**config.mk**
```make
export PLATFORM = sky130hd
export DESIGN_NAME = ind_port
export DESIGN_NICKNAME = d
export VERILOG_FILES = /design/src/rtl/ind_port.sv
export SDC_FILE = /design/constraint.sdc
export NUM_CORES = 1
export LEC_CHECK = 0
export BUFFER_PORTS_ARGS = -buffer_cell sky130_fd_sc_hd__buf_4
export CORE_MARGIN = 1
export CORE_UTILIZATION = 45
export DETAILED_ROUTE_END_ITERATION = 10
export PLACE_DENSITY_LB_ADDON = 0.12
export SLEW_MARGIN = 0
export SYNTH_ARGS = -nofsm -noshare
export SYNTH_HDL_FRONTEND = slang
export SYNTH_SLANG_ARGS = --single-unit
```
**constraint.sdc**
```tcl
create_clock -name clk -period 4.15 [get_ports clk]
set_input_delay 0.6225 -clock clk [delete_from_list [all_inputs] [get_ports clk]]
set_output_delay 0.6225 -clock clk [all_outputs]
set_load 0.03 [all_outputs]
```
**src/rtl/ind_port.sv**
```systemverilog
module ind_port #(
  parameter int BYTE_W = 8
) (
  input  logic                clk,
  input  logic                rst_n,
  input  logic [1:0]          host_sel,
  input  logic                host_wr,
  input  logic                host_rd,
  input  logic [BYTE_W-1:0]   host_wdata,
  output logic [BYTE_W-1:0]   host_rdata,
  output logic                host_rvalid,
  output logic [2*BYTE_W-1:0] mem_addr,
  output logic [BYTE_W-1:0]   mem_wdata,
  output logic                mem_we,
  output logic                mem_re,
  input  logic [BYTE_W-1:0]   mem_rdata
);
  localparam int ADDR_W = 2 * BYTE_W;

  logic [1:0]        mode_q;
  logic [BYTE_W-1:0] ab_a_q, ab_b_q;
  logic              win_rd_q, rvalid_q;

  wire              swap    = mode_q[1];
  wire              step    = mode_q[0];
  wire              is_win  = (host_sel == 2'd3);
  wire              rd_go   = host_rd & ~host_wr;
  wire              win_acc = is_win & (host_wr | rd_go);
  wire [ADDR_W-1:0] next_addr = mem_addr + 1'b1;

  assign mem_addr    = swap ? {ab_b_q, ab_a_q} : {ab_a_q, ab_b_q};
  assign mem_wdata   = host_wdata;
  assign mem_we      = host_wr & is_win;
  assign mem_re      = rd_go & is_win;
  assign host_rvalid = rvalid_q;
  assign host_rdata  = win_rd_q ? mem_rdata : {BYTE_W{1'b1}};

  always_ff @(posedge clk) begin
    if (!rst_n) begin
      mode_q   <= '0;
      ab_a_q   <= '0;
      ab_b_q   <= '0;
      rvalid_q <= 1'b0;
      win_rd_q <= 1'b0;
    end else begin
      rvalid_q <= rd_go;
      win_rd_q <= rd_go & is_win;
      if (host_wr) begin
        case (host_sel)
          2'd0:    mode_q <= host_wdata[1:0];
          2'd1:    ab_a_q <= host_wdata;
          2'd2:    ab_b_q <= host_wdata;
          default: ;
        endcase
      end
      if (win_acc && step) begin
        if (swap) {ab_b_q, ab_a_q} <= next_addr;
        else      {ab_a_q, ab_b_q} <= next_addr;
      end
    end
  end
endmodule

```
# Word-level counts from Yosys, hierarchy flattened
# Index checks and enable logic that the tools add are counted.
[totals]
out_inout_bits = 35
latch_bits = 0
input_bits = 22
regBits = 20
memories = 0
rom_bits = 0
ramBits = 0
elab_cells = 33
[classes]
multipliers = 0
reduce_logical = 8
n_eq_ne = 3
n_addsub = 1
n_div = 0
n_mux = 10
n_bitwise = 6
n_shift = 0
order_cmp = 0
[ops]
columns = ["operator", "count"]
rows = [
  ["two-way mux 8 bit", 9],
  ["adder 16 x 1 -> 16 bit (second input constant)", 1],
  ["two-way mux 16 bit", 1],
  ["AND reduction 2 bit", 3],
  ["nonzero test 2 bit", 3],
  ["AND 1 bit", 4],
  ["equality test 2 bit (second input constant)", 2],
  ["equality test 2 x 1 -> 1 bit (second input constant)", 1],
  ["logical NOT 2 bit", 1],
  ["logical AND 1 bit", 1],
  ["NOT 1 bit", 1],
  ["OR 1 bit", 1],
]

# Longest topological paths before layout
# Gate-level depths: netlist of the first run.
[depth]
depth_word = 7
ltp_mapped = 12

# Least setup slack after synthesis of the first run
# No wires, ideal clock.
[synth_timing]
kind = "register to register"
start = "reg mode_q[1]"
end = "reg ab_a_q[6]"
n_path_buf = 4
path_stages_with_launch = 12
setup_slack_ns = 1.138
t_required_ns = 4.091
arrival_ns = 2.953
setup_ns = 0.059
path_cell_list = "dfxtp_1 buf_6 buf_6 clkbuf_1 buf_1 mux2_2 ha_1 inv_1 a2111oi_0 nor2_1 o41ai_1 o32a_1"
[synth_between]
elab_chain_cells = 4
[synth_rtl]
columns = ["element", "line_no", "rtl"]
rows = [
  ["from (decl)", "20", "logic [1:0] mode_q;"],
  ["from (signal assigned)", "50", "2'd0: mode_q <= host_wdata[1:0];"],
  ["two-way mux 16 bit", "31", "assign mem_addr = swap ? {ab_b_q, ab_a_q} : {ab_a_q, ab_b_q};"],
  ["net mem_addr[1]", "12", "output logic [2*BYTE_W-1:0] mem_addr,"],
  ["adder 16 x 1 -> 16 bit", "29", "wire [ADDR_W-1:0] next_addr = mem_addr + 1'b1;"],
  ["two-way mux 8 bit", "57", "if (swap) {ab_b_q, ab_a_q} <= next_addr;"],
  ["two-way mux 8 bit", "56", "if (win_acc && step) begin"],
  ["to (signal assigned)", "51", "2'd1: ab_a_q <= host_wdata;"],
  ["to (signal assigned)", "57", ""],
  ["to (signal assigned)", "58", "else {ab_a_q, ab_b_q} <= next_addr;"],
  ["to (decl)", "21", "logic [BYTE_W-1:0] ab_a_q, ab_b_q;"],
]
# The timed path passes the listed nets, and every way through them passes these cells.
# A chain may end at the register's enable or synchronous reset.

# Worst setup path in the final report of the first run
[layout_timing]
start = "reg mode_q[1]"
end = "reg ab_a_q[7]"
[layout_between]
elab_chain_cells = 4
[layout_rtl]
columns = ["element", "line_no"]
rows = [
  ["two-way mux 16 bit", "31"],
  ["adder 16 x 1 -> 16 bit", "29"],
  ["two-way mux 8 bit (*)", "57"],
  ["two-way mux 8 bit (*)", "56"],
]
# Every way passes the cells marked *; elsewhere a longest branch is shown, timed or not.

==> results of run 1 <==
## cells in the final DEF, fill, tap and decap left out, types with 6 or more instances in the layout
master and n:
nand3_1 7, a22oi_1 6, dfxtp_1 20, nand4_1 6, a21oi_1 11, nor2_1 14
inv_1 7, o21ai_0 10, buf_4 58, nand2b_1 11, mux2_2 13, nand3b_1 7
a31oi_1 8, nand2_1 28
## final cells by class
type / instances / share of cell area [%]
sequential: 20 / 17.7
tap: 50 / 2.76
multi-input combinational: 191 / 56.6
inverter: 8 / 1.32
clock buffer: 4 / 2.43
timing repair buffer: 58 / 19.2
## worst max-delay path, stage by stage (launching register included)
cell and delay [ns]:
dfxtp_1 0.39, buf_4 0.39, nand3_4 0.14, a222oi_1 0.72
nand2_1 0.17, a211o_1 0.34, a2111oi_2 0.36
## logic make-up (layout without fill, tap and decap cells)
logic type / Yosys count / count (layout)
compound gates: 72 / 72
xor+xnor: 3 / 3
fa+ha+maj: 1 / 1
buf+inv: 35 / 70
flops: 20 / 20
mux: 18 / 18
simple gates: 97 / 97
## routing by layer
| layer | part of all wire, % | GRT usage, % |
|---|---|---|
| met2 | 45 | 45.3 |
| met1 | 46 | 39.8 |
| met3 | 6.9 | 3.10 |
| met4 | 2.0 | 9.57 |
| met5 | 0 | 0 |
## how the worst min path moves through the flow
stage	start	end	slack, ns	depth (start not counted)
final	mode_q[0]	mode_q[0]	0.56	2
after global routing	host_wr	host_rvalid	0.63	2
after CTS	mode_q[0]	mode_q[0]	0.56	2
after detailed placement	mode_q[0]	mode_q[0]	0.55	2
after global placement	mode_q[0]	mode_q[0]	0.55	2
after floorplan	mode_q[0]	mode_q[0]	0.50	2
## flip-flops by register name (all words and copies together), names as in the netlist
| name | cells |
|---|---|
| win_rd_q | 1 |
| mode_q | 2 |
| host_rvalid | 1 |
| ab_b_q | 8 |
| ab_a_q | 8 |
## power groups by stage
stage	Clock (mW)	Combinational [mW]	Sequential (mW)
6_report	0.158	0.128	0.214
5_1_grt	0.168	0.138	0.216
4_1_cts	0.157	0.127	0.214
2_1_floorplan	0	0.0885	0.211
3_5_place_dp	0	0.127	0.218
3_3_place_gp	0	0.127	0.218
## through the flow
stage	cell area [µm²]	setup slack, ns
after CTS	2270	1.59
after global routing	2270	1.41
final	2270	1.52
after detailed placement	2210	1.62
after global placement	2210	1.60
after floorplan	1860	1.14
==> results.toml, run 1 <==
[sta]
rsz0062_at_grt = "false"
finalSetupViolCount = 0
max_freq_ghz = 0.380
period_share_pct = 63.4
finClkSkew_ns = 0.00396
fin_setup_tns_ns = 0
period_needed_ns = 2.63
hold_ws_ns = 0.562
final_hold_viol_count = 0
worst_slew_pin_slew_ns = 0.847
relSlewSlack_pct = 42.1
finalMaxSlewViolations = 0

[drt]
wl_per_cell_um = 17.9
wl_mm = 5.91
first_pass_iters = 6
dr.first_iter.drc_count = 193
via_per_inst = 6.28
vias = 2079
drc = 0
ant_nets = 0

[logic_synthesis]
synth_top_area_share_pct = 21.5
syn_inst = 246
postSynthAreaPerCell_um2 = 7.58
synth_common_cells = "nand2_1, dfxtp_1, nor2_1"
synth_top_family_by_area = "simple AND/OR/NAND/NOR gates"
yosys.area_share.xor_xnor_pct = 1.41
ys_top_cells_by_area = "dfxtp_1, mux2_2, nand2_1, nand2b_1, buf_4"
yosys_warnings = 0
synth_fa_ha_area_share_pct = 0.671
async_flop_share_pct = 0
synth_compound_area_share_pct = 28.0
ys_seq_elements = 20
yosysMostFrequentCell = "nand2_1"
synth-simple-area-share_pct = 28.3
yosysSeqAreaShare_pct = 21.5
yosysTopAreaCell = "dfxtp_1"
synth_mux_area_share_pct = 10.5
synth_cell_types = 55
syn_nets = 269
synth_area_mm2 = 0.00186
synth_ff_type = "dfxtp_1"
synth-edff-count = 0

[place]
dpl.cell_count = 327
io_buffer_count = 56
gp_congestion = 0.986
dp_hpwl_mm = 4.33

[clock_network]
clockBufferDepth = 2
ctsResizeCount = 0
cts.sinks = 20
clock_latency_ns = 0.27
root_buffer = "clkbuf_8"
cts_tree = "done"
cts_setup_buffers = 0
htreeDepth = 1
cts_buffers = 3
hold_buffers = 0
clk_pin_slew_ns = 0.08

[setup_path]
crit_path_end = "ab_a_q[7]"
required_ns = 4.31
r2r_setup_slack_ns = 1.52
reg2reg_from = "mode_q[1]"
path_class = "register to register"
crit_start = "mode_q[1]"
end_kind = "register"
r2r_end = "ab_a_q[7]"
cp.arrival_ns = 2.80
ff2ff_path_depth = 6
path_max_fanout = 38
start_kind = "register"

[global_route]
first_global_vias = 1882
grt_pass1_wl_mm = 9.53
gr-total-overflow = 0
grtUsageTotal_pct = 28.6
antenna_found_initial = 0
grt_max_degree = 39

[power]
pwr-share-clk_pct = 31.6
total_power_mw = 0.500
p_leak_nw = 0.868
sw_frac_of_total_pct = 32.3
p_sw_mw = 0.162
combPwrFrac_pct = 25.6
ir_drop_uv = 91.8
p_int_mw = 0.338
powerDensity_mw_per_mm2 = 221
seqPwrFrac_pct = 42.8

[cells_and_area]
drive_gt1_share_pct = 28.1
multi_input_comb_area_mm2 = 0.00128
fin_cells = 331
final_core_util_pct = 56.7
regArea_um2 = 400
antennaDiodeCount = 0
area_growth_pct = 21.6
final.fill_count = 400
finalNetCount = 305

[die]
die-area_mm2 = 0.00440
die_w_um = 66.4
pin_count = 57
initial_core_util_pct = 46.6
core_area_mm2 = 0.00400
fp.dieH_um = 66.4
num_rows = 23

[hold_path]
min_path_type = "register to register"

[job]
cap_violations = 0

[status]
outcome = "finished, final reports clean"
(Power assumes the default switching activity.)
==> inputs of run 2 (changes only) <==
Settings changed: ABC_AREA from default to 1.
Clock period 4.15 ns to 2.5 ns, I/O delays scaled along.
==> run 2 against run 1 <==
Sequential power rose by 64%. Core utilization increased by 0.67 points. Clock power rose by 110%. Worst hold slack lost 0.26 ns. Largest cell class unchanged.
==> results.toml, run 2 <==
[status]
outcome = "finished, final reports clean"

[drt]
first_pass_iters = 5
dr.first_iter.drc_count = 153
wl_mm = 5.52
via_per_inst = 5.03
wl_per_cell_um = 11.8
vias = 2356
ant_nets = 0
drc = 0

[die]
fp.dieH_um = 69.0
core_area_mm2 = 0.00432
die_w_um = 69.0
num_rows = 24
pin_count = 57
die-area_mm2 = 0.00477
initial_core_util_pct = 46.8

[logic_synthesis]
yosysMostFrequentCell = "nand2_1"
async_flop_share_pct = 0
yosysSeqAreaShare_pct = 19.8
synth_common_cells = "nand2_1, inv_1, nor2_1"
synth_area_mm2 = 0.00202
yosysTopAreaCell = "nand2_1"
synth_top_area_share_pct = 23.0
syn_nets = 394
ys_seq_elements = 20
postSynthAreaPerCell_um2 = 5.45
ys_top_cells_by_area = "nand2_1, dfxtp_1, inv_1, nand3_1, nor2_1"
syn_inst = 371
synth_cell_types = 27
synth-edff-count = 0
synth_ff_type = "dfxtp_1"
yosys_warnings = 0

[cells_and_area]
final.fill_count = 456
multi_input_comb_area_mm2 = 0.00126
reg_top3 = "ab_a_q (8), ab_b_q (8), mode_q (2)"
final_cell_mix = "nand2_1, buf_4, inv_1, nor2_1, nand3_1"
finalNetCount = 440
drive_gt1_share_pct = 22.1
antennaDiodeCount = 0
final_common_cell = "nand2_1"
regArea_um2 = 400
area_growth_pct = 22.6

[setup_path]
cp_common_cell = "buf_4"
crit_path_max_incr_delay_ns = 0.52
path_cells = "buf_4 -> o21ai_0 -> buf_4"
start_kind = "register"
required_ns = 2.12
cp.arrival_ns = 1.61
crit_path_top_delay_cell = "o21ai_0"
path_class = "register to output port"
reg2reg_from = "mode_q[1]"
path_max_fanout = 24
end_kind = "output port"
crit_start = "mode_q[1]"

[sta]
relSlewSlack_pct = 59.3
finalMaxSlewViolations = 0
rsz0062_at_grt = "false"
worst_slew_pin_slew_ns = 0.604
final_hold_viol_count = 0
max_freq_ghz = 0.504
period_needed_ns = 1.99
finalSetupViolCount = 0
fin_setup_tns_ns = 0
hold_ws_ns = 0.304
finClkSkew_ns = 0.00416
period_share_pct = 79.4

[power]
ir_drop_uv = 254
p_int_mw = 0.668
sw_frac_of_total_pct = 34.8
seqPwrFrac_pct = 34.3
pwr-share-clk_pct = 33.0
powerDensity_mw_per_mm2 = 413
combPwrFrac_pct = 32.7
p_leak_nw = 1.26
p_sw_mw = 0.357

[clock_network]
hold_buffers = 0
root_buffer = "clkbuf_8"
clk_pin_slew_ns = 0.08
cts.sinks = 20
htreeDepth = 1
clockBufferDepth = 2
clock_latency_ns = 0.27
cts_buffers = 3
cts_setup_buffers = 0
cts_tree = "done"
ctsResizeCount = 0

[global_route]
grtUsageTotal_pct = 23.4
first_global_vias = 1932
gr-total-overflow = 0
grt_pass1_wl_mm = 9.11
antenna_found_initial = 0
grt_max_degree = 27

[hold_path]
min_path_type = "primary input to register"
hold_start = "host_wr"

[place]
gp_congestion = 0.949
io_buffer_count = 56
dp_hpwl_mm = 4.21

[job]
cap_violations = 0
run 2: cells by family (layout without fill, tap and decap cells):
logic type | count (synthesis) | in the layout | synth area share, %
and+or+nand+nor | 212 | 212 | 45.1
buffers and inverters | 79 | 124 | 17.7
AOI/OAI and AO/OA | 56 | 56 | 15.5
DFF | 20 | 20 | 19.8
xor gates and xnor gates | 3 | 3 | 1.30
adders and majority gates | 1 | 1 | 0.619
run 2: final timing paths:
| check | slack (ns) | to | depth (start not counted) |
|---|---|---|---|
| setup / recovery | 0.51 | mem_addr[12] | 3 |
| hold / removal | 0.30 | win_rd_q | 2 |
| setup reg to reg | 0.55 | ab_b_q[6] | 11 |
| hold reg to reg | 0.56 | ab_b_q[5] | 2 |
run 2: power groups by stage:
stage          registers (mW)  clock network, mW  logic, mW
2_1_floorplan           0.357                  0      0.232
3_3_place_gp            0.359                  0      0.331
3_5_place_dp            0.359                  0      0.332
4_1_cts                 0.352              0.342      0.334
5_1_grt                 0.354              0.358      0.367
6_report                0.352              0.338      0.335
run 2: per-stage QoR:
| stage | instance area, µm² | cells | util, % | setup WS [ns] | power [mW] |
|---|---|---|---|---|---|
| 3_5_place_dp | 2410 | 464 | 55.7 | 0.535 | 0.691 |
| 4_1_cts | 2480 | 468 | 57.3 | 0.525 | 1.03 |
| 3_3_place_gp | 2410 | 464 | 55.7 | 0.516 | 0.689 |
| 6_report | 2480 | 468 | 57.3 | 0.514 | 1.02 |
| 2_1_floorplan | 2020 | 371 | - | 0.431 | 0.588 |
| 5_1_grt | 2480 | 468 | 57.3 | 0.363 | 1.08 |
run 2: worst max-delay path, delay by kind of cell, from the launching register on:
kind	cells	cell delay [ns]
AO/OA/AOI/OAI	1	0.52
buffers and inverters	2	0.48
flip-flops	1	0.33
run 2: area by class of cell:
type | count | share of cell area (%)
clock buffer | 3 | 1.66
tap | 52 | 2.62
inverter | 59 | 8.93
multi-input combinational | 272 | 51.0
sequential | 20 | 16.1
timing repair buffer | 61 | 18.5
clock inverter | 1 | 1.21
run 2: per-layer routing:
metal / GRT usage, % / wire length, µm / up-vias / part of all wire (%)
met2: 35.1 / 2320 / 82 / 42
met3: 1.90 / 269 / 4 / 4.9
met4: 6.80 / 51 / 0 / 0.92
met1: 35.3 / 2870 / 1035 / 52
met5: 0 / 0 / - / 0
li1: - / - / 1235 / -
==> inputs of run 3 (changes only) <==
Settings changed: ABC_AREA 1 to 0.
Clock period 2.5 ns to 1.8 ns, I/O delays scaled along.
==> run 3 against run 2 <==
The flow now finishes with violations (setup timing). Final area is 25% higher. Critical endpoint is now ab_a_q[7]. Register-to-register slack worse by 0.96 ns. Worst hold slack worse by 0.060 ns. Wire length is 44% higher. Largest cell class unchanged. Global-route usage is 11 points higher. Clock skew is 0.0015 ns lower.
==> results.toml, run 3 (synthesis results as in run 1) <==
[die]
num_rows = 23
core_area_mm2 = 0.00400
die_w_um = 66.4
pin_count = 57
die-area_mm2 = 0.00440
fp.dieH_um = 66.4
initial_core_util_pct = 46.6

[setup_path]
reg2reg_from = "mode_q[1]"
start_kind = "register"
crit_path_top_delay_cell = "a222oi_1"
ff2ff_path_depth = 6
cp_top_family = "compound AO/OA/AOI/OAI gates"
path_class = "register to register"
r2r_setup_slack_ns = -0.41
r2r_end = "ab_a_q[7]"
path_cells = "buf_8 -> nand3b_1 -> a222oi_1 -> nand2_1 -> a211o_1 -> a2111oi_2"
crit_buf_inv = 1
required_ns = 1.97
end_kind = "register"
path_max_fanout = 7
crit_path_max_incr_delay_ns = 0.50
cp.arrival_ns = 2.38

[cells_and_area]
drive_gt1_share_pct = 50.1
final.fill_count = 264
final_cell_mix = "buf_4, nand2_1, dfxtp_1, nor2_1, buf_6"
antennaDiodeCount = 0
fin_cells = 395
regArea_um2 = 405
final_common_cell = "buf_4"
finalNetCount = 369
reg_top3 = "ab_a_q (8), ab_b_q (8), mode_q (2)"
area_growth_pct = 65.8
final_core_util_pct = 77.3
multi_input_comb_area_mm2 = 0.00152

[sta]
setup_slack_ns = -0.411
worst_slew_pin_slew_ns = 0.608
finalSetupViolCount = 17
final_hold_viol_count = 0
max_freq_ghz = 0.452
finalMaxSlewViolations = 0
relSlewSlack_pct = 59.3
hold_ws_ns = 0.244
period_share_pct = 123
rsz0062_at_grt = "true"
finClkSkew_ns = 0.00265
fin_setup_tns_ns = -2.54
period_needed_ns = 2.21

[status]
outcome = "finished, violations left"
failed_checks = "setup timing"

[job]
cap_violations = 0

[clock_network]
cts.sinks = 20
clk_pin_slew_ns = 0.09
cts_tree = "done"
clockBufferDepth = 2
clock_latency_ns = 0.28
htreeDepth = 1
root_buffer = "clkbuf_8"
cts_buffers = 3

[global_route]
antenna_found_initial = 0
first_global_vias = 2274
gr-total-overflow = 0
grt_max_degree = 15
grtUsageTotal_pct = 34.5
grt_pass1_wl_mm = 11.2

[place]
io_buffer_count = 56
dpl.cell_count = 376
dp_hpwl_mm = 5.12
preCtsSetupSlack_ns = -0.313
gp_congestion = 1.00

[hold_path]
whs_path_depth = 2
hold_start = "host_wr"
hold-path-endpoint = "host_rvalid"
min_path_type = "primary input to register"

[drt]
ant_nets = 0
first_pass_iters = 8
wl_per_cell_um = 20.2
wl_mm = 7.97
drc = 0
vias = 2508
dr.first_iter.drc_count = 295
via_per_inst = 6.35

[power]
ir_drop_uv = 374
p_leak_nw = 1.28
powerDensity_mw_per_mm2 = 452
==> run 3: where the power goes <==
part | leakage, nW | internal [mW] | total [mW] | switching (mW)
Clock | 0.0357 | 0.298 | 0.495 | 0.197
Combinational | 1.08 | 0.197 | 0.420 | 0.223
Sequential | 0.164 | 0.459 | 0.483 | 0.0236
Total | 1.28 | 0.954 | 1.40 | 0.444
==> run 3: cell type report <==
cell class / instances / share of cell area [%]
clock inverter: 1 / 0.971
tap: 50 / 2.02
timing repair buffer: 122 / 32.4
clock buffer: 3 / 1.34
multi-input combinational: 191 / 49.0
sequential: 20 / 13.1
inverter: 8 / 1.13
==> run 3: worst max-delay path by stage <==
| stage | endpoint | depth (start not counted) | startpoint | slack (ns) |
|---|---|---|---|---|
| 2_1_floorplan | ab_a_q[6] | 12 | mode_q[1] | -0.51 |
| 3_3_place_gp | ab_a_q[4] | 8 | mode_q[1] | -0.27 |
| 3_5_place_dp | ab_a_q[4] | 8 | mode_q[1] | -0.31 |
| 4_1_cts | ab_a_q[7] | 6 | mode_q[1] | -0.13 |
| 5_1_grt | ab_a_q[7] | 6 | mode_q[1] | -0.44 |
| 6_report | ab_a_q[7] | 6 | mode_q[1] | -0.41 |
==> run 3: what timing repair did <==
action | CTS | global route
resized for setup | 22 | 31
setup buffers | 6 | 7
gates cloned | 1 | 1
pin swaps | 9 | 17
hold buffers | 0 | 0
endpoints found under the setup margin | 23 | 23
==> run 3: metrics by stage <==
stage / instance area, µm² / power [mW]
after floorplan: 1990 / 0.707
after global placement: 2660 / 0.852
after detailed placement: 2660 / 0.856
after CTS: 2860 / 1.34
after global routing: 3090 / 1.43
final: 3090 / 1.40
==> run 3: layer usage <==
metal	wire length (µm)	vias up	GRT usage, %
met5	0	-	0
met4	370	0	17.6
met3	809	46	4.66
met2	3720	183	55.4
met1	3060	1152	44.5
li1	-	1127	-
